[config.mk]
export PLATFORM = sky130hd
export DESIGN_NAME = uart_irq_gen
export DESIGN_NICKNAME = d
export VERILOG_FILES = /design/src/rtl/uirq_pkg.sv /design/src/rtl/uirq_ctrl.sv /design/src/rtl/uirq_datapath.sv /design/src/rtl/uart_irq_gen.sv
export SDC_FILE = /design/constraint.sdc
export NUM_CORES = 1
export LEC_CHECK = 0
export BUFFER_PORTS_ARGS = -buffer_cell sky130_fd_sc_hd__buf_2
export CAP_MARGIN = 15
export CELL_PAD_IN_SITES_DETAIL_PLACEMENT = 0
export CELL_PAD_IN_SITES_GLOBAL_PLACEMENT = 1
export CORE_MARGIN = 4
export CORE_UTILIZATION = 29
export CTS_CLUSTER_SIZE = 40
export DETAILED_ROUTE_END_ITERATION = 8
export PLACE_DENSITY = 0.72
export SLEW_MARGIN = 25
export SYNTH_ARGS = -nofsm -noshare
export SYNTH_HDL_FRONTEND = slang
export SYNTH_SLANG_ARGS = --single-unit
[constraint.sdc]
create_clock -name clk -period 3.6 [get_ports clk]
set_input_delay 0.36 -clock clk [delete_from_list [all_inputs] [get_ports clk]]
set_output_delay 0.36 -clock clk [all_outputs]
set_load 0.01 [all_outputs]
[src/rtl/uirq_pkg.sv]
package uirq_pkg;

  localparam int NUM_SRC  = 4;
  localparam int ID_MODEM = 0;
  localparam int ID_RX    = 1;
  localparam int ID_TX    = 2;
  localparam int ID_TMO   = 3;

  // strobes from control to datapath
  typedef struct packed {
    logic setModem;      // a synchronized flow-control line changed
    logic clrModem;      // identification register written
    logic restartTimer;  // idle count back to zero
    logic flushTimeout;  // timeout source forced clear
    logic tick;          // one bit period elapsed
  } irqStrobes_t;

endpackage

[src/rtl/uirq_ctrl.sv]
module uirq_ctrl
  import uirq_pkg::*;
#(
  parameter int DEPTH       = 16,
  parameter int LVL_W       = $clog2(DEPTH + 1),
  parameter int SYNC_STAGES = 2
) (
  input  logic             clk,
  input  logic             rstN,
  input  logic             fifoEn,
  input  logic [LVL_W-1:0] rxLevel,
  input  logic             rxPush,
  input  logic             rxPop,
  input  logic             ctsIn,
  input  logic             dsrIn,
  input  logic             bitTick,
  input  logic             idWrite,
  output irqStrobes_t      strb
);

  localparam int LINES = 2;

  logic [SYNC_STAGES-1:0][LINES-1:0] syncReg;
  logic [LINES-1:0]                  prevLines;
  logic                              rxEmpty;

  always_ff @(posedge clk or negedge rstN) begin
    if (!rstN) syncReg[0] <= '0;
    else       syncReg[0] <= {dsrIn, ctsIn};
  end

  generate
    for (genvar s = 1; s < SYNC_STAGES; s++) begin : g_sync
      always_ff @(posedge clk or negedge rstN) begin
        if (!rstN) syncReg[s] <= '0;
        else       syncReg[s] <= syncReg[s-1];
      end
    end
  endgenerate

  always_ff @(posedge clk or negedge rstN) begin
    if (!rstN) prevLines <= '0;
    else       prevLines <= syncReg[SYNC_STAGES-1];
  end

  assign rxEmpty = (rxLevel == '0);

  always_comb begin
    strb.setModem     = (syncReg[SYNC_STAGES-1] != prevLines);
    strb.clrModem     = idWrite;
    strb.restartTimer = rxPush | rxPop | rxEmpty | ~fifoEn;
    strb.flushTimeout = rxEmpty | ~fifoEn;
    strb.tick         = bitTick;
  end

endmodule

[src/rtl/uirq_datapath.sv]
module uirq_datapath
  import uirq_pkg::*;
#(
  parameter int DEPTH        = 16,
  parameter int LVL_W        = $clog2(DEPTH + 1),
  parameter int TIMEOUT_BITS = 32
) (
  input  logic               clk,
  input  logic               rstN,
  input  logic               fifoEn,
  input  logic [LVL_W-1:0]   txLevel,
  input  logic [LVL_W-1:0]   rxLevel,
  input  logic               holdEmpty,
  input  logic               rxFull,
  input  logic [NUM_SRC-1:0] irqEnable,
  input  irqStrobes_t        strb,
  output logic [NUM_SRC-1:0] srcGated
);

  localparam int               CNT_W    = $clog2(TIMEOUT_BITS);
  localparam logic [LVL_W-1:0] HALF_LVL = LVL_W'(DEPTH / 2);
  localparam logic [CNT_W-1:0] LAST_CNT = CNT_W'(TIMEOUT_BITS - 1);

  logic [NUM_SRC-1:0] srcState;
  logic [CNT_W-1:0]   idleCnt;

  // transmit: hysteresis around half in FIFO mode
  always_ff @(posedge clk or negedge rstN) begin
    if (!rstN)                   srcState[ID_TX] <= 1'b0;
    else if (!fifoEn)            srcState[ID_TX] <= holdEmpty;
    else if (txLevel < HALF_LVL) srcState[ID_TX] <= 1'b1;
    else if (txLevel > HALF_LVL) srcState[ID_TX] <= 1'b0;
  end

  // receive: threshold or buffer flag
  always_ff @(posedge clk or negedge rstN) begin
    if (!rstN) srcState[ID_RX] <= 1'b0;
    else       srcState[ID_RX] <= fifoEn ? (rxLevel >= HALF_LVL) : rxFull;
  end

  // modem status: a change sets, a register write clears
  always_ff @(posedge clk or negedge rstN) begin
    if (!rstN)              srcState[ID_MODEM] <= 1'b0;
    else if (strb.setModem) srcState[ID_MODEM] <= 1'b1;
    else if (strb.clrModem) srcState[ID_MODEM] <= 1'b0;
  end

  // receive idle counter, saturating at its last value
  always_ff @(posedge clk or negedge rstN) begin
    if (!rstN)                               idleCnt <= '0;
    else if (strb.restartTimer)              idleCnt <= '0;
    else if (strb.tick && idleCnt != LAST_CNT) idleCnt <= idleCnt + 1'b1;
  end

  always_ff @(posedge clk or negedge rstN) begin
    if (!rstN)                                srcState[ID_TMO] <= 1'b0;
    else if (strb.flushTimeout)               srcState[ID_TMO] <= 1'b0;
    else if (!strb.restartTimer && strb.tick && idleCnt == LAST_CNT)
                                              srcState[ID_TMO] <= 1'b1;
  end

  assign srcGated = srcState & irqEnable;

endmodule

[src/rtl/uart_irq_gen.sv]
module uart_irq_gen
  import uirq_pkg::*;
#(
  parameter int DEPTH        = 16,
  parameter int TIMEOUT_BITS = 32,
  parameter int SYNC_STAGES  = 2,
  parameter int LVL_W        = $clog2(DEPTH + 1)
) (
  input  logic             clk,
  input  logic             rstN,
  input  logic             fifoEn,
  input  logic [LVL_W-1:0] txLevel,
  input  logic [LVL_W-1:0] rxLevel,
  input  logic             holdEmpty,
  input  logic             rxFull,
  input  logic             rxPush,
  input  logic             rxPop,
  input  logic             ctsIn,
  input  logic             dsrIn,
  input  logic             bitTick,
  input  logic [3:0]       irqEnable,
  input  logic             idWrite,
  output logic [3:0]       idOut,
  output logic             txIrq,
  output logic             rxIrq,
  output logic             modemIrq,
  output logic             timeoutIrq,
  output logic             anyIrq
);

  irqStrobes_t        strb;
  logic [NUM_SRC-1:0] srcGated;

  uirq_ctrl #(
    .DEPTH(DEPTH), .LVL_W(LVL_W), .SYNC_STAGES(SYNC_STAGES)
  ) u_ctrl (
    .clk(clk), .rstN(rstN), .fifoEn(fifoEn), .rxLevel(rxLevel),
    .rxPush(rxPush), .rxPop(rxPop), .ctsIn(ctsIn), .dsrIn(dsrIn),
    .bitTick(bitTick), .idWrite(idWrite), .strb(strb)
  );

  uirq_datapath #(
    .DEPTH(DEPTH), .LVL_W(LVL_W), .TIMEOUT_BITS(TIMEOUT_BITS)
  ) u_dp (
    .clk(clk), .rstN(rstN), .fifoEn(fifoEn), .txLevel(txLevel),
    .rxLevel(rxLevel), .holdEmpty(holdEmpty), .rxFull(rxFull),
    .irqEnable(irqEnable), .strb(strb), .srcGated(srcGated)
  );

  assign idOut      = srcGated;
  assign modemIrq   = srcGated[ID_MODEM];
  assign rxIrq      = srcGated[ID_RX];
  assign txIrq      = srcGated[ID_TX];
  assign timeoutIrq = srcGated[ID_TMO];
  assign anyIrq     = |srcGated;

endmodule

==> results by group, run 1 <==
STA
  – Final Hold Vio Count: 0
  – Setup Skew: 0.005461 ns
  – Rel. slew slack: 0.7899
  – Final worst slack: 1.742 ns
  – Worst hold slack: 0.1880 ns
  – Period Utilization, post-route: 0.5162
  – Post-layout min period: 1.858 ns
  – Maximum clock frequency: 538.1 MHz
  – Fin. max-slew vios: 0
  – RSZ-0062 raised after global routing: false
  – Setup-failing EPs final: 0
  – Final TNS setup: 0 ns
  – Pin slew with the least headroom to its limit: 0.3152 ns

Run
  – Max-cap viol count: 0

Critical path
  – Worst Setup SP: u_dp.srcState[3]$_DFFE_PN0P_
  – Worst setup SP type: flip-flop
  – Worst setup path end: anyIrq
  – R2R setup slack: 1.79 ns
  – RR Startpoint: u_dp.idleCnt[0]$_DFFE_PN0P_
  – R2R Path End: u_dp.idleCnt[3]$_DFFE_PN0P_
  – R2R depth: 6
  – Critical Setup Path Class: reg2out
  – Arr. time, crit path: 1.50 ns
  – Crit path max fanout: 3
  – CP Capture Type: output port
  – Worst Path Required: 3.24 ns

Route
  – Drt drc: 0
  – Vias per std cell: 4.378
  – Initial DRC Count: 14
  – DR vias: 521
  – DR WL/cell: 10.39 um
  – Final wirelength: 1237 um
  – Post-DRT Antenna Nets: 0
  – Pre-Repair DR Iteration Count: 4

Die
  – Area of the die: 3181 um2
  – Initial core utilization: 0.3071
  – Die Wd: 56.40 um
  – Row cnt: 17
  – Ports: 34
  – Core Area: 2212 um2
  – Die Y: 56.40 um

Clock tree
  – Total CTS buffers: 3
  – Post-CTS sizing: 0
  – CTS tree: yes
  – CTS Root Cell: clkbuf_4
  – # clock sinks: 15
  – Clock Pin Slew Worst Setup and Hold Paths: 0.09 ns
  – Deepest clock path buffer count: 2
  – H-tree levels: 1
  – Clk Latency, worst-skew pair: 0.28 ns

Global routing
  – Vias in the first global route: 484
  – Largest net degree at the start of global routing: 16
  – First-pass GRT wire length: 1980 um
  – Total GRT Usage: 0.07818
  – Total grt overflow: 0
  – Initial antenna violation count: 0

Status
  – Status: complete, no violations

Synthesis
  – Syn_nets: 85
  – Mapped Cells: 58
  – Synth area leaders: dfrtp_1 55%, buf_4 4.4%, nor2_1 4.4%, and2_1 3.7%, ha_1 3.7%
  – Syn Std Cell Area: 679.4 um2
  – Sequential share of the synthesized area: 0.5525
  – Post-synth top area share: 0.5525
  – Synth area leader: dfrtp_1
  – Post-synthesis register bit count: 15
  – Synthesis warning total: 0
  – Unique masters post-synth: 22
  – Mapped Avg Cell Area: 11.71 um2

Placement
  – Dpl hpwl: 1030 um
  – Port bufs: 33
  – GP Congestion: 0.6523
  – Dpl ws: 1.790 ns

Power
  – Peak VDD IR: 0.0002455 V
  – Pwr/cell area: 350.4 nW/um2
  – Leakage: 0.4536 nW

Layout
  – Multi-input gate area: 270.3 um2
  – Layout cells sized above 1: 0.4396
  – Storage element area: 375.4 um2
  – Final Core Density: 0.3993
  – # diodes: 0
  – Final-layout fill cell count: 232
  – Commonest non-fill, non-tap cell in the layout: buf_2
  – Nets: 119
  – Layout area overhead: 30.02%
  – Commonest non-fill, non-tap cells in the layout: 33 x buf_2, 15 x dfrtp_1, 8 x nor2_1

Worst hold path
  – Hold WC Path Type: in2reg
==> worst min path at each step <==
stage | depth (start not counted) | startpoint | slack [ns] | to
2_1_floorplan | 0 | rstN | 0.06 | u_ctrl.prevLines[0]$_DFF_PN0_
3_3_place_gp | 1 | rstN | 0.27 | u_dp.idleCnt[4]$_DFFE_PN0P_
3_5_place_dp | 1 | rstN | 0.28 | u_dp.idleCnt[4]$_DFFE_PN0P_
4_1_cts | 1 | dsrIn | 0.18 | u_ctrl.syncReg[1]$_DFF_PN0_
5_1_grt | 1 | dsrIn | 0.17 | u_ctrl.syncReg[1]$_DFF_PN0_
6_report | 1 | dsrIn | 0.19 | u_ctrl.syncReg[1]$_DFF_PN0_
==> report_power, final <==
group | internal [W] | switching [W] | total (W) | leakage, nW
Sequential | 0.000175 | 0.00000259 | 0.000177 | 0.186
Clock | 0.0000412 | 0.0000499 | 0.0000911 | 0.0177
Combinational | 0.0000217 | 0.0000195 | 0.0000412 | 0.250
==> registers in the layout, indices dropped and copies added (netlist names) <==
name,cells
u_dp.idleCnt,5
u_ctrl.syncReg,4
u_ctrl.prevLines,2
u_dp.srcState,4
==> per-layer routing <==
metal / part of all wire / up-vias / track usage
met4: 0 / 0 / 0.01017
met1: 0.41 / 231 / 0.09143
met2: 0.48 / 25 / 0.1319
met5: 0 / - / 0
met3: 0.11 / 0 / 0.03908
li1: - / 265 / -
==> timing repair <==
action	CTS	global route
buffers inserted	0	0
hold endpoints to repair	15	0
hold buffers	1	0
==> synth_stat cells <==
library cell  instances
buf_4                 4
nand3_1               2
clkbuf_1              1
nand2b_1              2
a21oi_1               3
nor2_1                8
mux2i_1               2
dfrtp_1              15
o211ai_4              1
or4_4                 1
xnor2_1               2
o21ai_0               2
or4b_1                1
xor2_1                2
and2_1                4
a31oi_1               1
mux2_2                1
or3_1                 1
ha_1                  2
and3_1                1
or4_1                 1
nand3b_1              1
==> through the flow <==
step,std cells,area [um2],total power [W]
global placement,114,845.8,0.0002214
CTS,119,883.3,0.0003175
floorplan,58,679.4,0.0002008
finish,119,883.3,0.0003095
detailed placement,114,845.8,0.0002222
global route,119,883.3,0.0003325
==> worst max-delay path: stages, from the launching register on <==
cell     delay (ns)
dfrtp_1        0.40
and2_1         0.18
or4_1          0.49
buf_2          0.15
==> area by class of cell <==
cell class	instances	area share
Clock buffer	3	0.02550
Clock inverter	1	0.005666
Multi-Input combinational cell	38	0.3059
Sequential cell	15	0.4249
Tap cell	28	0.03966
Timing Repair Buffer	34	0.1983
==> cell families (layout without fill, tap and decap cells) <==
family,count (synthesis),in the layout,synth area share
simple gates,22,22,0.1860
mux,3,3,0.04604
fa+ha+maj,2,2,0.03683
buf+inv,5,38,0.04972
compound gates,7,7,0.07735
xor+xnor,4,4,0.05157
flops,15,15,0.5525
(Power assumes the default switching activity.)
==> run 2: changes to the inputs <==
ABC_AREA = 1   (was default)
PLACE_DENSITY = 0.74   (was 0.72)
clock period = 1.85 ns   (was 3.6 ns; I/O delays follow)
==> run 2 against run 1 <==
Count of clock-buffer cells in the layout is the same. Clock skew decreased by 0.0049 ns. Sequential share of layout area down 3.1 points.
==> results by group, run 2 <==
Worst hold path
  – Worst Hold Path EP: u_dp.srcState[2]$_DFFE_PN0P_ (was u_ctrl.syncReg[1]$_DFF_PN0_)
  – Hold Crit Start: holdEmpty (was dsrIn)
  – Hold Path Stages: 3 (was 1)
  – Hold WC Path Type: in2reg (unchanged)

Synthesis
  – Top-count cell post-synth: nand2_1 (was dfrtp_1)
  – Post-synth EDFFs: 0 (unchanged)
  – Syn Std Cell Area: 724.4 um2 (was 679.4 um2)
  – Synth area leader: dfrtp_1 (unchanged)
  – Top cells by count, synth: 25 x nand2_1, 15 x dfrtp_1, 13 x inv_1 (was 15 x dfrtp_1, 8 x nor2_1, 4 x and2_1, 4 x buf_4, 3 x a21oi_1)
  – Synthesis warning total: 0 (unchanged)
  – Mapped Cells: 87 (was 58)
  – Top_reg_cell synth: dfrtp_1 (unchanged)
  – Sequential share of the synthesized area: 0.5181 (was 0.5525)
  – Post-synth top area share: 0.5181 (was 0.5525)
  – Syn_nets: 114 (was 85)
  – Post-synthesis register bit count: 15 (unchanged)
  – Unique masters post-synth: 19 (was 22)
  – Synth area leaders: dfrtp_1 52%, nand2_1 13%, inv_1 6.7%, nor2_1 6.2%, buf_4 4.1% (was dfrtp_1 55%, buf_4 4.4%, nor2_1 4.4%, and2_1 3.7%, ha_1 3.7%)
  – Mapped Avg Cell Area: 8.327 um2 (was 11.71 um2)
  – Ys async rst share: 1.000 (unchanged)

Critical path
  – Crit path max fanout: 3 (unchanged)
  – Crit path buf inv count: 1 (unchanged)
  – R2R setup slack: 0.32 ns (was 1.79 ns)
  – Worst Path Required: 2.02 ns (was 3.24 ns)
  – CP Capture Type: flip-flop (was output port)
  – RR Startpoint: u_dp.idleCnt[0]$_DFFE_PN0P_ (unchanged)
  – Arr. time, crit path: 1.70 ns (was 1.50 ns)
  – Worst path cell trace: ha_1, nand2_1, nor2_1, ha_1, inv_1, nand3_1, nor2_1, nand2_1, nand2_1, nor2_1 (was and2_1, or4_1, buf_2)
  – Critical Setup Path Class: reg2reg (was reg2out)
  – CP top delay family: adder cells (was simple AND/OR/NAND/NOR gates)
  – R2R depth: 10 (was 6)
  – R2R Path End: u_dp.idleCnt[3]$_DFFE_PN0P_ (unchanged)
  – CP max-delay cell: dfrtp_1 (was or4_1)
  – Worst setup SP type: flip-flop (unchanged)
  – CP max stage delay: 0.42 ns (was 0.49 ns)

STA
  – Post-layout min period: 1.530 ns
  – Final TNS setup: 0 ns (unchanged)
  – RSZ-0062 raised after global routing: false (unchanged)
  – Maximum clock frequency: 653.8 MHz
  – Setup-failing EPs final: 0 (unchanged)
  – Fin. max-slew vios: 0 (unchanged)
  – Period Utilization, post-route: 0.8268
  – Rel. slew slack: 0.7774 (was 0.7899)
  – Final Hold Vio Count: 0 (unchanged)
  – Pin slew with the least headroom to its limit: 0.3339 ns (was 0.3152 ns)
  – Setup Skew: 0.0005847 ns (was 0.005461 ns)

Route
  – Final wirelength: 1326 um (was 1237 um)
  – Pre-Repair DR Iteration Count: 2 (was 4)
  – DR vias: 634 (was 521)
  – Initial DRC Count: 9 (was 14)
  – Post-DRT Antenna Nets: 0 (unchanged)
  – Vias per std cell: 4.199 (was 4.378)
  – DR WL/cell: 8.781 um (was 10.39 um)
  – Drt drc: 0 (unchanged)

Die
  – Die Y: 57.98 um (was 56.40 um)
  – Initial core utilization: 0.3154 (was 0.3071)
  – Ports: 34 (unchanged)
  – Core Area: 2297 um2 (was 2212 um2)
  – Area of the die: 3362 um2 (was 3181 um2)
  – Die Wd: 57.98 um (was 56.40 um)
  – Row cnt: 17 (unchanged)

Run
  – Max-cap viol count: 0 (unchanged)

Layout
  – Storage element area: 375.4 um2 (unchanged)
  – # diodes: 0 (unchanged)
  – Largest register FFs: 5 (unchanged)
  – Layout area overhead: 31.43% (was 30.02%)
  – Non-Filler Instances: 151 (was 119)
  – Final instance area: 952.2 um2 (was 883.3 um2)
  – Commonest non-fill, non-tap cell in the layout: buf_2 (unchanged)
  – Layout cells sized above 1: 0.3333 (was 0.4396)
  – Final-layout fill cell count: 237 (was 232)
  – Multi-input gate area: 266.5 um2 (was 270.3 um2)
  – Nets: 151 (was 119)
  – Commonest non-fill, non-tap cells in the layout: 33 x buf_2, 25 x nand2_1, 15 x dfrtp_1 (was 33 x buf_2, 15 x dfrtp_1, 8 x nor2_1)
  – Biggest regs: u_dp.idleCnt x5, u_ctrl.syncReg x4, u_dp.srcState x4 (unchanged)
  – Largest Register: u_dp.idleCnt (unchanged)

Clock tree
  – Post-CTS sizing: 0 (unchanged)
  – Deepest clock path buffer count: 2 (unchanged)
  – CTS hold repair buffers: 3 (was 1)
  – CTS Root Cell: clkbuf_4 (unchanged)
  – # clock sinks: 15 (unchanged)
  – CTS tree: yes (unchanged)
  – H-tree levels: 1 (unchanged)
  – Clock Pin Slew Worst Setup and Hold Paths: 0.08 ns (was 0.09 ns)
  – Clk Latency, worst-skew pair: 0.28 ns (about the same)
  – Total CTS buffers: 3 (unchanged)
  – Setup repair bufs after CTS: 0 (unchanged)

Global routing
  – Total grt overflow: 0 (unchanged)
  – Initial antenna violation count: 0 (unchanged)
  – Largest net degree at the start of global routing: 16 (unchanged)
  – First-pass GRT wire length: 2263 um (was 1980 um)
  – Vias in the first global route: 560 (was 484)
  – Total GRT Usage: 0.08877 (was 0.07818)

Placement
  – Placed inst area: 894.6 um2 (was 845.8 um2)
  – Post-placement cell count: 144 (was 114)
  – Port bufs: 33 (unchanged)
  – GP Congestion: 0.8022 (was 0.6523)
  – Dpl hpwl: 1094 um (was 1030 um)

Status
  – Status: complete, no violations (unchanged)

Power
  – Pwr/cell area: 643.2 nW/um2 (was 350.4 nW/um2)
  – Leakage: 0.5373 nW (was 0.4536 nW)
  – Peak VDD IR: 0.0003273 V (was 0.0002455 V)
## run 2: worst max path at each step
stage	start	endpoint	slack, ns	cells past startpoint
finish	u_dp.idleCnt[0]$_DFFE_PN0P_	u_dp.idleCnt[3]$_DFFE_PN0P_	0.32	10
global route	u_dp.idleCnt[0]$_DFFE_PN0P_	u_dp.idleCnt[3]$_DFFE_PN0P_	0.15	9
global placement	u_dp.idleCnt[0]$_DFFE_PN0P_	u_dp.idleCnt[3]$_DFFE_PN0P_	0.38	10
floorplan	u_dp.idleCnt[0]$_DFFE_PN0P_	u_dp.idleCnt[3]$_DFFE_PN0P_	0.43	10
CTS	u_dp.idleCnt[0]$_DFFE_PN0P_	u_dp.idleCnt[3]$_DFFE_PN0P_	0.32	10
detailed placement	u_dp.idleCnt[0]$_DFFE_PN0P_	u_dp.idleCnt[3]$_DFFE_PN0P_	0.33	10
## run 2: area by class of cell
class,instances,share of cell area
clock buffer,3,0.02365
clock inverter,1,0.005256
inverter,14,0.05519
multi-input combinational,54,0.2799
sequential,15,0.3942
tap,28,0.03679
timing repair buffer,36,0.2050
## run 2: power by group
| group | internal [W] | switching, W |
|---|---|---|
| clock network | 0.0000804 | 0.000104 |
| logic | 0.0000418 | 0.0000410 |
| registers | 0.000340 | 0.00000566 |
## run 2: layer usage
metal	share of wire	GRT usage	up-vias
met5	0	0	-
met2	0.44	0.1387	25
met1	0.40	0.09465	267
met4	0.022	0.04967	0
li1	-	-	337
met3	0.14	0.04900	5
## run 2: through the flow
step	setup slack [ns]	power, W	utilization	hold slack (ns)
global placement	0.3772	0.0004319	0.3894	0.1071
finish	0.3204	0.0006124	0.4145	0.09817
CTS	0.3243	0.0006255	0.4145	0.08796
detailed placement	0.3280	0.0004327	0.3894	0.1049
global route	0.1491	0.0006552	0.4145	0.07809
floorplan	0.4267	0.0003912	-	-0.1106
## run 2: worst reg2reg max path, stage by stage (launching register included)
cell     delay, ns
dfrtp_1       0.42
ha_1          0.24
nand2_1       0.07
nor2_1        0.04
ha_1          0.22
inv_1         0.10
nand3_1       0.09
nor2_1        0.10
nand2_1       0.05
nand2_1       0.06
nor2_1        0.03
## run 2: cells by family after synthesis
| kind of cell | share of synthesized area |
|---|---|
| buffers and inverters | 0.1140 |
| AO/OA/AOI/OAI | 0.04492 |
| XOR/XNOR | 0.02418 |
| flip-flops | 0.5181 |
| AND/OR/NAND/NOR | 0.2643 |
| adder cells (fa/ha/maj) | 0.03454 |
